$ cat src/rtl/qdac_pkg.sv
package qdac_pkg;
  localparam int N_CH     = 4;
  localparam int CODE_W   = 12;
  localparam int MODE_W   = 2;
  localparam int FRAME_W  = 24;
  localparam int KEEP_W   = FRAME_W - 2;
  localparam int CMD_W    = 3;
  localparam int CNT_W    = $clog2(FRAME_W + 2);
  localparam int CMD_LSB  = 19;
  localparam int ADDR_LSB = 16;
  localparam int CODE_LSB = 4;
  localparam int MODE_LSB = 4;

  localparam logic [CMD_W-1:0] CMD_WRUPD = 3'b011;
  localparam logic [CMD_W-1:0] CMD_POWER = 3'b100;
  localparam logic [CMD_W-1:0] CMD_RESET = 3'b101;
  localparam logic [CMD_W-1:0] CMD_LMASK = 3'b110;
  localparam logic [CMD_W-1:0] CMD_REFEN = 3'b111;

  typedef struct packed {
    logic              done;
    logic              wrCode;
    logic              pdSet;
    logic              softRst;
    logic              fullRst;
    logic              ldacWr;
    logic              refWr;
    logic [N_CH-1:0]   chSel;
    logic [CODE_W-1:0] code;
    logic [MODE_W-1:0] mode;
    logic [N_CH-1:0]   ldacVal;
    logic              refVal;
  } ctrlStrobe_t;
endpackage

$ cat src/rtl/qdac_sync2.sv
module qdac_sync2 #(
  parameter int           W       = 1,
  parameter logic [W-1:0] RST_VAL = '0
) (
  input  logic         clk,
  input  logic         rst_n,
  input  logic [W-1:0] d,
  output logic [W-1:0] q
);
  logic [W-1:0] stage1;
  always_ff @(posedge clk or negedge rst_n) begin
    if (!rst_n) begin
      stage1 <= RST_VAL;
      q      <= RST_VAL;
    end else begin
      stage1 <= d;
      q      <= stage1;
    end
  end
endmodule

$ cat src/rtl/qdac_serial_ctrl.sv
module qdac_serial_ctrl
  import qdac_pkg::*;
(
  input  logic        clk,
  input  logic        rst_n,
  input  logic        sclk,
  input  logic        sync_n,
  input  logic        din,
  output ctrlStrobe_t strobe
);
  logic sclkS, syncS, dinS;
  logic sclkPrev, syncPrev;
  logic sclkFall, syncFall, syncRise;
  logic framing;
  logic [CNT_W-1:0] bitCnt;
  logic [KEEP_W-1:0] shiftReg;
  logic [CMD_W-1:0] cmd;
  logic [2:0] addr;
  logic frameOk;
  logic [N_CH-1:0] addrSel;

  qdac_sync2 #(.W(3), .RST_VAL(3'b110)) u_sync (
    .clk(clk), .rst_n(rst_n),
    .d({sclk, sync_n, din}),
    .q({sclkS, syncS, dinS})
  );

  always_ff @(posedge clk or negedge rst_n) begin
    if (!rst_n) begin
      sclkPrev <= 1'b1;
      syncPrev <= 1'b1;
    end else begin
      sclkPrev <= sclkS;
      syncPrev <= syncS;
    end
  end

  assign sclkFall = sclkPrev & ~sclkS;
  assign syncFall = syncPrev & ~syncS;
  assign syncRise = ~syncPrev & syncS;

  always_ff @(posedge clk or negedge rst_n) begin
    if (!rst_n) begin
      framing  <= 1'b0;
      bitCnt   <= '0;
      shiftReg <= '0;
    end else if (syncFall) begin
      framing  <= 1'b1;
      bitCnt   <= '0;
      shiftReg <= '0;
    end else if (syncRise) begin
      framing  <= 1'b0;
    end else if (framing && sclkFall) begin
      shiftReg <= {shiftReg[KEEP_W-2:0], dinS};
      if (bitCnt != CNT_W'(FRAME_W + 1)) bitCnt <= bitCnt + 1'b1;
    end
  end

  assign cmd     = shiftReg[CMD_LSB +: CMD_W];
  assign addr    = shiftReg[ADDR_LSB +: 3];
  assign frameOk = syncRise & framing & (bitCnt == CNT_W'(FRAME_W));

  for (genvar i = 0; i < N_CH; i++) begin : g_addr
    assign addrSel[i] = (addr == 3'(i)) || (addr == 3'b111);
  end

  always_comb begin
    strobe         = '0;
    strobe.done    = frameOk;
    strobe.wrCode  = frameOk && (cmd == CMD_WRUPD);
    strobe.pdSet   = frameOk && (cmd == CMD_POWER);
    strobe.softRst = frameOk && (cmd == CMD_RESET);
    strobe.fullRst = frameOk && (cmd == CMD_RESET) && shiftReg[0];
    strobe.ldacWr  = frameOk && (cmd == CMD_LMASK);
    strobe.refWr   = frameOk && (cmd == CMD_REFEN);
    strobe.chSel   = (cmd == CMD_POWER) ? shiftReg[N_CH-1:0] : addrSel;
    strobe.code    = shiftReg[CODE_LSB +: CODE_W];
    strobe.mode    = shiftReg[MODE_LSB +: MODE_W];
    strobe.ldacVal = shiftReg[N_CH-1:0];
    strobe.refVal  = shiftReg[0];
  end

  // each falling serial edge inside a frame advances the bit count by one
  p_count_step_r2: assert property (@(posedge clk) disable iff (!rst_n)
    (framing && sclkFall && !syncFall && !syncRise && bitCnt < CNT_W'(FRAME_W + 1))
      |=> (bitCnt == $past(bitCnt) + 1'b1));
endmodule

$ cat src/rtl/qdac_regs.sv
module qdac_regs
  import qdac_pkg::*;
(
  input  logic                     clk,
  input  logic                     rst_n,
  input  ctrlStrobe_t              strobe,
  output logic [N_CH*CODE_W-1:0]   dacCode,
  output logic [N_CH*MODE_W-1:0]   pdMode,
  output logic [N_CH-1:0]          ldacMask,
  output logic                     refEn,
  output logic                     frameDone
);
  for (genvar ch = 0; ch < N_CH; ch++) begin : g_ch
    always_ff @(posedge clk or negedge rst_n) begin
      if (!rst_n) begin
        dacCode[ch*CODE_W +: CODE_W] <= '0;
      end else if (strobe.softRst) begin
        dacCode[ch*CODE_W +: CODE_W] <= '0;
      end else if (strobe.wrCode && strobe.chSel[ch]) begin
        dacCode[ch*CODE_W +: CODE_W] <= strobe.code;
      end
    end

    always_ff @(posedge clk or negedge rst_n) begin
      if (!rst_n) begin
        pdMode[ch*MODE_W +: MODE_W] <= '0;
      end else if (strobe.fullRst) begin
        pdMode[ch*MODE_W +: MODE_W] <= '0;
      end else if (strobe.pdSet && strobe.chSel[ch]) begin
        pdMode[ch*MODE_W +: MODE_W] <= strobe.mode;
      end
    end
  end

  always_ff @(posedge clk or negedge rst_n) begin
    if (!rst_n) begin
      ldacMask  <= '0;
      refEn     <= 1'b0;
      frameDone <= 1'b0;
    end else begin
      frameDone <= strobe.done;
      if (strobe.fullRst) begin
        ldacMask <= '0;
        refEn    <= 1'b0;
      end else begin
        if (strobe.ldacWr) ldacMask <= strobe.ldacVal;
        if (strobe.refWr)  refEn    <= strobe.refVal;
      end
    end
  end

  // completion never lasts two cycles
  p_done_pulse_r10: assert property (@(posedge clk) disable iff (!rst_n)
    frameDone |=> !frameDone);

  // a power command leaves every stored code alone
  p_pd_keeps_code_r5: assert property (@(posedge clk) disable iff (!rst_n)
    strobe.pdSet |=> $stable(dacCode));

  // shallow reset leaves modes, mask and reference alone
  p_soft_keeps_r6: assert property (@(posedge clk) disable iff (!rst_n)
    (strobe.softRst && !strobe.fullRst) |=> ($stable(pdMode) && $stable(ldacMask) && $stable(refEn)));

  // deep reset clears everything
  p_full_clear_r7: assert property (@(posedge clk) disable iff (!rst_n)
    strobe.fullRst |=> (dacCode == '0 && pdMode == '0 && ldacMask == '0 && !refEn));

  // without a decoded frame no register moves
  p_idle_stable_r9: assert property (@(posedge clk) disable iff (!rst_n)
    !strobe.done |=> ($stable(dacCode) && $stable(pdMode) && $stable(ldacMask) && $stable(refEn)));
endmodule

$ cat src/rtl/quad_dac_ctrl.sv
module quad_dac_ctrl
  import qdac_pkg::*;
(
  input  logic                   clk,
  input  logic                   rst_n,
  input  logic                   sclk,
  input  logic                   sync_n,
  input  logic                   din,
  output logic [N_CH*CODE_W-1:0] dac_code,
  output logic [N_CH*MODE_W-1:0] pd_mode,
  output logic [N_CH-1:0]        ldac_mask,
  output logic                   ref_en,
  output logic                   frame_done
);
  ctrlStrobe_t strobe;

  qdac_serial_ctrl u_ctrl (
    .clk(clk), .rst_n(rst_n),
    .sclk(sclk), .sync_n(sync_n), .din(din),
    .strobe(strobe)
  );

  qdac_regs u_regs (
    .clk(clk), .rst_n(rst_n), .strobe(strobe),
    .dacCode(dac_code), .pdMode(pd_mode),
    .ldacMask(ldac_mask), .refEn(ref_en), .frameDone(frame_done)
  );
endmodule

$ cat config.mk
export PLATFORM = sky130hd
export DESIGN_NAME = quad_dac_ctrl
export DESIGN_NICKNAME = d
export VERILOG_FILES = /design/src/rtl/qdac_pkg.sv /design/src/rtl/qdac_sync2.sv /design/src/rtl/qdac_serial_ctrl.sv /design/src/rtl/qdac_regs.sv /design/src/rtl/quad_dac_ctrl.sv
export SDC_FILE = /design/constraint.sdc
export NUM_CORES = 1
export LEC_CHECK = 0
export ABC_AREA = 0
export BUFFER_PORTS_ARGS = -buffer_cell sky130_fd_sc_hd__buf_2
export CORE_ASPECT_RATIO = 1.2
export CORE_UTILIZATION = 51
export CTS_CLUSTER_DIAMETER = 80
export CTS_CLUSTER_SIZE = 30
export DETAILED_ROUTE_END_ITERATION = 6
export GPL_TIMING_DRIVEN = 0
export MAX_ROUTING_LAYER = met4
export PLACE_DENSITY = 0.86
export SYNTH_ARGS = -nofsm -noshare
export SYNTH_HDL_FRONTEND = slang
export SYNTH_SLANG_ARGS = --single-unit
$ cat constraint.sdc
create_clock -name clk -period 1.99 [get_ports clk]
set_clock_uncertainty 0.1 [all_clocks]
set_input_delay 0.398 -clock clk [delete_from_list [all_inputs] [get_ports clk]]
set_output_delay 0.398 -clock clk [all_outputs]
set_load 0.005 [all_outputs]
==> metrics.md, run 1 <==
| Metric | Value |
|---|---|
| Synthesized area | `4240 µm²` |
| Leak | `2.54 nW` |
| Synthesized flop and latch total | `between 90 and 100` |
| CTS buffer count | `9` |
| Worst VDD drop | `0.515 mV` |
| GR Util met1 | `30.9%` |
| Remaining DRCs | `0` |
| Pin count of the biggest net entering global routing | `62` |
| # IOs | `67` |
| Setup violators final | `0` |
| Synth unique cells | `37` |
| CTS root buf | `clkbuf_8` |
| Antenna cells | `0` |
| DR iter-0 viols | `245` |
| Crit path launch type | `flop` |
| Dpl ws | `-0.374 ns` |
| WP data arrival | `2.14 ns` |
| Die Wd | `85.2 µm` |
| Final wirelength | `around 11000 µm` |
| Clk_lat worst skew | `0.37 ns` |
| Post-synthesis cell count | `379` |
| Vias per cell | `5.74` |
| Core ar. | `8110 µm²` |
| First-pass GRT wire length | `16100 µm` |
| Final nets | `489` |
| Worst setup EP type | `flop` |
| GR met3 Demand/Resource | `5.25%` |
| CP top delay family | `buffers and inverters` |
| Setup_tns | `0 ns` |
| Routed WL per cell | `approximately 18 µm` |
| CTS max path bufs | `2` |
| Syn_nets | `390` |
| Fin crit share | `a little over nine tenths` |
| ANT nets after route | `0` |
| Worst Hold Class | `primary input to flop` |
| Part of the Yosys area used for sequential elements | `58.0%` |
| Critical path cell sequence | `buf_2 > nand3b_1 > a2111oi_4 > buf_4 > buf_8 > mux2i_4 > nor2_2` |
| Worst r2r path cells | `7` |
| Number of global-route vias before repair | `between 3k and 4k` |
| Initial antenna violation count | `0` |
| Die ar. | `roughly 8700 µm²` |
| Synthesized area per cell | `11.2 µm²` |
| Fin util | `65.0%` |
| Power Dens Cells | `758 nW/µm²` |
| Gr usage total | `25.4%` |
| GR peak layer | `met2` |
| Kind of critical path | `flop to flop` |
| Routability congestion estimate | `0.868` |
| First-pass DRT Iterations | `6` |
| Clk slew on worst S/H paths | `0.11 ns` |
| Synth top area share | `a little over half` |
| Leading area contributor after synthesis | `dfrtp_1` |
| TritonCTS clock tree | `built` |
| Detail Placement HPWL | `6470 µm` |
| Bufs and invs on worst path | `3` |
| Status | `complete, no violations` |
| Via count | `3316` |
| Fin crit period | `1.97 ns` |
| Maxcap violations | `0` |
| Crit path max fanout | `10` |
| Worst EP required | `2.16 ns` |
| Dpl cell area | `4720 µm²` |
| IO buf count | `66` |
| Sink Count | `slightly below 100` |
| Initial Utilization | `52.3%` |
| CP max stage cell | `dfrtp_1` |
| Fin. max-slew vios | `0` |
| Layout cells sized above 1 | `34.0%` |
| Grt ovf | `0` |
| Crit path depth | `7` |
| Fill count | `582` |
| Worst hold path depth | `1` |
| Slew margin rel. | `between 60% and 70%` |
| H-tree Lvls | `3` |
| Die height | `102 µm` |
| PnR worst setup slack | `0.0229 ns` |
| Critical Path Max Stage Delay | `0.33 ns` |
| Final Instance Area | `5270 µm²` |
| RSZ-0062 raised after global routing | `true` |
| Area contributors post-synth | `dfrtp_1, mux2i_1, nand2_1` |
| Max frequency | `508 MHz` |
| Fin. Hold Viols | `0` |
| M2 GR Usage | `41.1%` |
| Cell Rows | `36` |
| Area Overhead vs Synth | `24.3%` |
| Worst-margin pin slew | `around 0.54 ns` |
| Synth warn | `0` |
[what timing repair did]
action	4_1_cts	5_1_grt
endpoints found under the hold margin	37	0
hold buffers	1	0
setup endpoints to repair	80	74
cloned	1	1
setup buffers	9	11
pin swaps	9	5
resized for setup	32	33
[kinds of logic (layout without fill, tap and decap cells)]
family	Yosys count	in the layout	synth area share [%]
adders and majority gates	6	6	1.77
xor gates and xnor gates	2	2	0.413
AOI/OAI and AO/OA	49	49	7.02
DFF	98	98	58.0
buffers and inverters	30	134	3.36
muxes	56	56	13.3
and+or+nand+nor	138	138	16.1
[metrics by stage]
| stage | hold slack [ns] | power [mW] | std cells |
|---|---|---|---|
| after CTS | 0.0130 | 3.86 | 566 |
| final | 0.0226 | 3.99 | 578 |
| after global placement | 0.234 | 2.57 | 540 |
| after global routing | 0.00222 | 4.15 | 578 |
| after detailed placement | 0.247 | 2.62 | 541 |
| after floorplan | 0.00241 | 2.46 | 379 |
[synthesized netlist by cell type, drive strengths merged]
master   instances
nor2            55
a31oi            4
nand4            1
o21ai           33
dfstp            6
a21o             1
and4             1
a221o            2
clkbuf          15
a21oi            4
inv              7
a2111oi          1
or3              1
nor3             1
buf              8
nand3            7
mux2             3
nand3b           3
mux2i           53
nand2           51
o31ai            2
xor2             2
o2111ai          1
a31o             1
dfrtp           92
nand4b           3
and3b            1
nor4             6
ha               6
nor2b            8
[area by class of cell]
class	count	area (µm²)	area share [%]
tap	95	119	2.26
inverter	7	28.8	0.546
buffer	21	161	3.06
multi-input combinational	251	1760	33.5
timing repair buffer	90	547	10.4
clock buffer	9	124	2.35
clock inverter	7	61.3	1.16
sequential	98	2460	46.8
[registers in the layout (all words and copies together) (netlist names)]
| name | count |
|---|---|
| u_ctrl.bitCnt | 5 |
| u_ctrl.framing | 1 |
| u_ctrl.sclkPrev | 1 |
| u_ctrl.shiftReg | 22 |
| u_ctrl.syncPrev | 1 |
| u_ctrl.u_sync.q | 3 |
| u_ctrl.u_sync.stage1 | 3 |
| u_regs.dacCode | 48 |
| u_regs.frameDone | 1 |
| u_regs.ldacMask | 4 |
| u_regs.pdMode | 8 |
| u_regs.refEn | 1 |
[placed cells by master, fill, tap and decap left out, types with 7 or more instances in the layout]
| cell | instances |
|---|---|
| nand2_1 | 51 |
| nor2b_1 | 8 |
| dfrtp_1 | 88 |
| nor2_2 | 10 |
| o21ai_0 | 33 |
| buf_4 | 23 |
| buf_6 | 7 |
| buf_2 | 67 |
| mux2i_1 | 49 |
| clkbuf_8 | 9 |
| nor2_1 | 44 |
[per-layer routing]
layer / share of wire, % / routed length (µm)
met2: 52 / 5480
met4: 3.4 / 361
met3: 5.5 / 578
met5: 0 / 0
met1: 39 / 4180
[where the power goes]
group / switching (mW) / internal [mW]
Clock: 0.761 / 0.479
Sequential: 0.111 / 2.07
Combinational: 0.341 / 0.227
Total: 1.21 / 2.78
[worst paths after layout]
| check | to | start | slack [ns] |
|---|---|---|---|
| max in group asynchronous | u_ctrl.u_sync.stage1[1] | rst_n | 0.64 |
| max | u_regs.dacCode[2] | u_ctrl.shiftReg[20] | 0.02 |
| max reg2reg | u_regs.dacCode[2] | u_ctrl.shiftReg[20] | 0.02 |
| min reg2reg | u_ctrl.u_sync.q[2] | u_ctrl.u_sync.stage1[2] | 0.26 |
| min in group asynchronous | u_regs.dacCode[41] | rst_n | 0.43 |
| min | u_ctrl.u_sync.stage1[1] | sync_n | 0.02 |
[worst register-to-register path, delay by kind of cell, from the launching register on]
family / cells / cell delay [ns]
buf+inv: 3 / 0.62
compound gates: 1 / 0.30
mux: 1 / 0.24
simple gates: 2 / 0.29
flops: 1 / 0.33
Note: power is estimated with default switching activity, not from simulation.
==> inputs of run 2 (changes only) <==
==> constraint.sdc (replaced) <==
create_clock -name clk -period 1.78 [get_ports clk]
set_clock_uncertainty 0.1 [all_clocks]
set_input_delay 0.356 -clock clk [delete_from_list [all_inputs] [get_ports clk]]
set_output_delay 0.356 -clock clk [all_outputs]
set_load 0.005 [all_outputs]
==> metrics.md, run 2 (synthesis results as in run 1) <==
| Metric | Value |
|---|---|
| Status | `finished with violations` |
| Failing checks | `setup timing` |
| Remaining DRCs | `0` |
| Final Instance Area | `5910 µm²` |
| Die height | `102 µm` |
| Crit path max fanout | `5` |
| Register Area | `2470 µm²` |
| Cell Rows | `36` |
| Leading cell type in the layout, fill and taps excluded | `dfrtp_1` |
| Power Dens Cells | `roughly 820 nW/µm²` |
| Worst Hold Class | `flop to flop` |
| Max reg flops | `48` |
| Clk slew on worst S/H paths | `0.11 ns` |
| Worst EP required | `1.96 ns` |
| RSZ-0062 raised after global routing | `true` |
| PnR worst setup slack | `-0.221 ns` |
| R2R Setup Slk | `-0.22 ns` |
| Leak | `2.78 nW` |
| Fin crit share | `112%` |
| Total power | `4.86 mW` |
| Die Wd | `85.2 µm` |
| IO buf count | `66` |
| Antenna cells | `0` |
| Worst setup EP type | `flop` |
| Kind of critical path | `flop to flop` |
| Fill count | `499` |
| Worst hold path depth | `0` |
| Layout cells sized above 1 | `44.3%` |
| Worst-margin pin slew | `0.729 ns` |
| Clk_lat worst skew | `0.39 ns` |
| Final wirelength | `13400 µm` |
| Top Registers | `u_regs.dacCode (48), u_ctrl.shiftReg (22), u_regs.pdMode (8)` |
| Max frequency | `500 MHz` |
| WP data arrival | `2.18 ns` |
| Die ar. | `8680 µm²` |
| CTS max path bufs | `2` |
| Fin crit period | `approximately 2.0 ns` |
| H-tree Lvls | `3` |
| Fin. Hold Viols | `0` |
| First-pass GRT wire length | `18100 µm` |
| Final nets | `516` |
| Routed WL per cell | `22.2 µm` |
| ANT nets after route | `0` |
| Worst VDD drop | `0.648 mV` |
| Dpl cell area | `4840 µm²` |
| Initial antenna violation count | `0` |
| Maxcap violations | `0` |
| Gr usage total | `29.0%` |
| Initial Utilization | `52.3%` |
| Slew margin rel. | `51.4%` |
| Via count | `3647` |
| Area of the multi-input gates | `1990 µm²` |
| Detail Placement HPWL | `6600 µm` |
| Pin count of the biggest net entering global routing | `54` |
| Biggest register | `u_regs.dacCode` |
| Grt ovf | `0` |
| Routability congestion estimate | `0.842` |
| Number of global-route vias before repair | `3577` |
| Most used cells in the layout excluding fill and tap cells | `dfrtp_1, buf_2, nand2_1` |
| Setup violators final | `slightly above 80` |
| Worst r2r path cells | `6` |
| CTS buffer count | `9` |
| Vias per cell | `~6.0` |
| Sink Count | `between 90 and 100` |
| First-pass DRT Iterations | `5` |
| TritonCTS clock tree | `built` |
| Core ar. | `8110 µm²` |
| CTS root buf | `clkbuf_8` |
| Area Overhead vs Synth | `39.5%` |
| DR iter-0 viols | `approximately 260` |
| # IOs | `67` |
| Crit path launch type | `flop` |
| Fin. max-slew vios | `0` |
==> run 2: cell count changes in the layout (fill, tap and decap cells not counted), moves of 6 or more <==
cell and delta:
buf_8 +7, mux2i_1 -11, buf_6 +7, buf_4 +7, nand2_2 +6, nand2_1 -6
o21ai_0 -28, o21ai_1 +23, mux2i_4 +6
==> run 2: path summary, 6_finish.rpt <==
| kind | start | endpoint |
|---|---|---|
| setup reg to reg | u_ctrl.shiftReg[18] | u_regs.dacCode[6] |
| hold / removal | u_ctrl.u_sync.stage1[0] | u_ctrl.u_sync.q[0] |
| setup / recovery | u_ctrl.shiftReg[18] | u_regs.dacCode[6] |
| min in group asynchronous | rst_n | u_regs.dacCode[28] |
| hold reg to reg | u_ctrl.u_sync.stage1[0] | u_ctrl.u_sync.q[0] |
| max in group asynchronous | rst_n | u_ctrl.u_sync.q[1] |
==> run 2: timing repair <==
item / 4_1_cts / 5_1_grt
resized for setup: 56 / 88
setup buffers: 29 / 7
hold buffers: 4 / 0
endpoints found under the hold margin: 48 / 0
cloned: 9 / 3
endpoints found under the setup margin: 86 / 86
pin swaps: 11 / 19
==> run 2: per-stage QoR <==
stage	hold WS, ns	utilization, %	cells	setup WS (ns)	TNS, ns
finish	0.265	72.9	605	-0.221	-6.43
global placement	0.235	59.4	540	-0.613	-71.22
floorplan	-0.0396	-	379	-0.166	-2.48
global route	0.270	72.9	605	-0.263	-11.49
CTS	0.265	68.6	597	-0.145	-3.19
detailed placement	0.243	59.7	541	-0.365	-17.51
==> run 2: report_power, final <==
group | leakage [nW] | internal [mW] | switching (mW)
logic | 1.35 | 0.329 | 0.460
clock network | 0.111 | 0.693 | 0.943
registers | 1.32 | 2.32 | 0.117
total | 2.78 | 3.34 | 1.52
==> run 2: metal layers <==
layer  up-vias  share of wire, %  track usage (%)
li1       1546                 -                -
met1      1830                37             32.1
met2       205                51             48.1
met3        66               6.5             6.30
met4         0               5.9             17.9
met5         -                 0                -
==> run 2: area by class of cell <==
| class | instances | share of cell area (%) |
|---|---|---|
| clock inverters | 7 | 1.61 |
| inverters | 7 | 0.613 |
| repair buffers | 117 | 14.3 |
| flip-flops and latches | 98 | 41.7 |
| plain buffers | 20 | 4.04 |
| clock buffers | 9 | 2.09 |
| well taps | 95 | 2.01 |
| multi-input cells | 252 | 33.7 |
==> run 2: worst max-delay path: stages, from the launching register on <==
cell and delay (ns):
dfrtp_2 0.45, or3_4 0.38, a2111oi_4 0.32, buf_6 0.18
buf_8 0.15, mux2i_2 0.25, nor2_2 0.06
==> inputs of run 3 (changes only) <==
--- a/config.mk
+++ b/config.mk
@@ -14,7 +14,7 @@
 export DETAILED_ROUTE_END_ITERATION = 6
 export GPL_TIMING_DRIVEN = 0
 export MAX_ROUTING_LAYER = met4
-export PLACE_DENSITY = 0.86
+export PLACE_DENSITY = 0.76
 export SYNTH_ARGS = -nofsm -noshare
 export SYNTH_HDL_FRONTEND = slang
 export SYNTH_SLANG_ARGS = --single-unit
==> metrics.md, run 3 (synthesis results as in run 1) <==
| Metric | Value |
|---|---|
| Status | `finished with violations` |
| Failing checks | `setup timing` |
| First-pass DRT Iterations | `5` |
| Most used cells in the layout excluding fill and tap cells | `dfrtp_1, buf_2, mux2i_1` |
| Crit path max fanout | `5` |
| Setup violators final | `a little under 80` |
| Layout Cells excl Fill | `605` |
| Area Overhead vs Synth | `39.3%` |
| WP data arrival | `2.10 ns` |
| Initial Utilization | `52.3%` |
| Fill count | `540` |
| Cell Rows | `36` |
| Min-delay src | `u_ctrl.u_sync.stage1[0]` |
| # IOs | `67` |
| Detail Placement HPWL | `approximately 6200 µm` |
| Routability congestion estimate | `0.830` |
| Grt ovf | `0` |
| Die Wd | `about 85 µm` |
| TritonCTS clock tree | `built` |
| Gr usage total | `27.7%` |
| Pin count of the biggest net entering global routing | `52` |
| Clk slew on worst S/H paths | `0.10 ns` |
| Fin. max-slew vios | `0` |
| Remaining DRCs | `0` |
| Worst Hold Class | `flop to flop` |
| Clk_lat worst skew | `0.38 ns` |
| Number of global-route vias before repair | `between 3k and 4k` |
| H-tree Lvls | `3` |
| Via count | `3461` |
| Final Instance Area | `approximately 5900 µm²` |
| CTS max path bufs | `2` |
| Fin. Hold Viols | `0` |
| Final nets | `just over 500` |
| Worst r2r path cells | `7` |
| Max reg flops | `48` |
| Sink Count | `98` |
| Vias per cell | `5.72` |
| Max frequency | `between 500 and 600 MHz` |
| Biggest register | `u_regs.dacCode` |
| Worst VDD drop | `0.478 mV` |
| Routed WL per cell | `just under 20 µm` |
| Die ar. | `8680 µm²` |
| Placed cell count | `approximately 540` |
| Leading cell type in the layout, fill and taps excluded | `dfrtp_1` |
| First-pass GRT wire length | `17500 µm` |
| Worst EP required | `1.94 ns` |
| Worst-margin pin slew | `0.647 ns` |
| Slew margin rel. | `56.8%` |
| Power Dens Cells | `811 nW/µm²` |
| CTS buffer count | `9` |
| DR iter-0 viols | `roughly 310` |
| ANT nets after route | `0` |
| Worst hold path depth | `0` |
| Leak | `roughly 2.8 nW` |
| Antenna cells | `0` |
| Layout cells sized above 1 | `45.5%` |
| Total power | `4.79 mW` |
| Core ar. | `8110 µm²` |
| Final wirelength | `11800 µm` |
| Dpl cell area | `4840 µm²` |
| Crit path launch type | `flop` |
| Worst setup EP type | `flop` |
| Kind of critical path | `flop to flop` |
| Fin crit share | `109%` |
| Maxcap violations | `0` |
| PnR worst setup slack | `-0.157 ns` |
| Initial antenna violation count | `0` |
| CTS root buf | `clkbuf_8` |
| RSZ-0062 raised after global routing | `true` |
| Top Registers | `u_regs.dacCode (48), u_ctrl.shiftReg (22), u_regs.pdMode (8)` |
| CP Launch Point | `u_ctrl.u_sync.q[1]` |
| Fin crit period | `1.94 ns` |
| Die height | `102 µm` |
| IO buf count | `66` |
| RR Startpoint | `u_ctrl.u_sync.q[1]` |
-- run 3: worst paths after layout --
| check | endpoint | slack, ns |
|---|---|---|
| max reg2reg | u_regs.dacCode[1] | -0.16 |
| max | u_regs.dacCode[1] | -0.16 |
| min | u_ctrl.u_sync.q[0] | 0.26 |
| min reg2reg | u_ctrl.u_sync.q[0] | 0.26 |
| min in group asynchronous | u_ctrl.bitCnt[2] | 0.44 |
| max in group asynchronous | u_ctrl.shiftReg[18] | 0.48 |
-- run 3: through the flow --
stage                     setup TNS, ns  hold slack [ns]  setup slack, ns  util, %
final                             -5.23            0.256           -0.157     72.9
after global routing             -10.71            0.256           -0.235     72.9
after CTS                         -3.98            0.257           -0.147     68.7
after detailed placement         -17.40            0.235           -0.385     59.7
after global placement           -74.73            0.236           -0.645     59.4
after floorplan                   -2.48          -0.0396           -0.166        -
-- run 3: cell type report --
class | count | area [µm²] | area share, %
plain buffers | 20 | 265 | 4.49
clock buffers | 10 | 138 | 2.33
clock inverters | 6 | 73.8 | 1.25
inverters | 7 | 31.3 | 0.530
multi-input cells | 252 | 1980 | 33.5
flip-flops and latches | 98 | 2470 | 41.7
well taps | 95 | 119 | 2.01
repair buffers | 117 | 835 | 14.1
-- run 3: layer usage --
metal / vias up / track usage (%) / part of all wire [%]
li1: 1537 / - / -
met1: 1741 / 33.9 / 39
met2: 147 / 44.9 / 51
met3: 36 / 5.98 / 6.0
met4: 0 / 11.5 / 3.8
met5: - / - / 0
-- run 3: power by group --
| group | switching, mW | leakage [nW] | internal [mW] |
|---|---|---|---|
| Combinational | 0.487 | 1.37 | 0.342 |
| Clock | 0.832 | 0.101 | 0.705 |
| Sequential | 0.107 | 1.32 | 2.32 |
-- run 3: what timing repair did --
| action | in CTS | in global routing |
|---|---|---|
| setup buffers | 27 | 11 |
| pin swaps | 12 | 27 |
| setup endpoints to repair | 88 | 87 |
| hold buffers | 4 | 0 |
| resized for setup | 57 | 90 |
| cloned | 9 | 2 |
| endpoints found under the hold margin | 44 | 0 |
-- run 3: worst max-delay path, cell delays in order (launching register included) --
cell and delay, ns:
dfstp_2 0.57, ha_4 0.16, nand3_4 0.15, a2111oi_4 0.22, buf_4 0.21, buf_12 0.15
mux2i_2 0.23, nor2_2 0.04
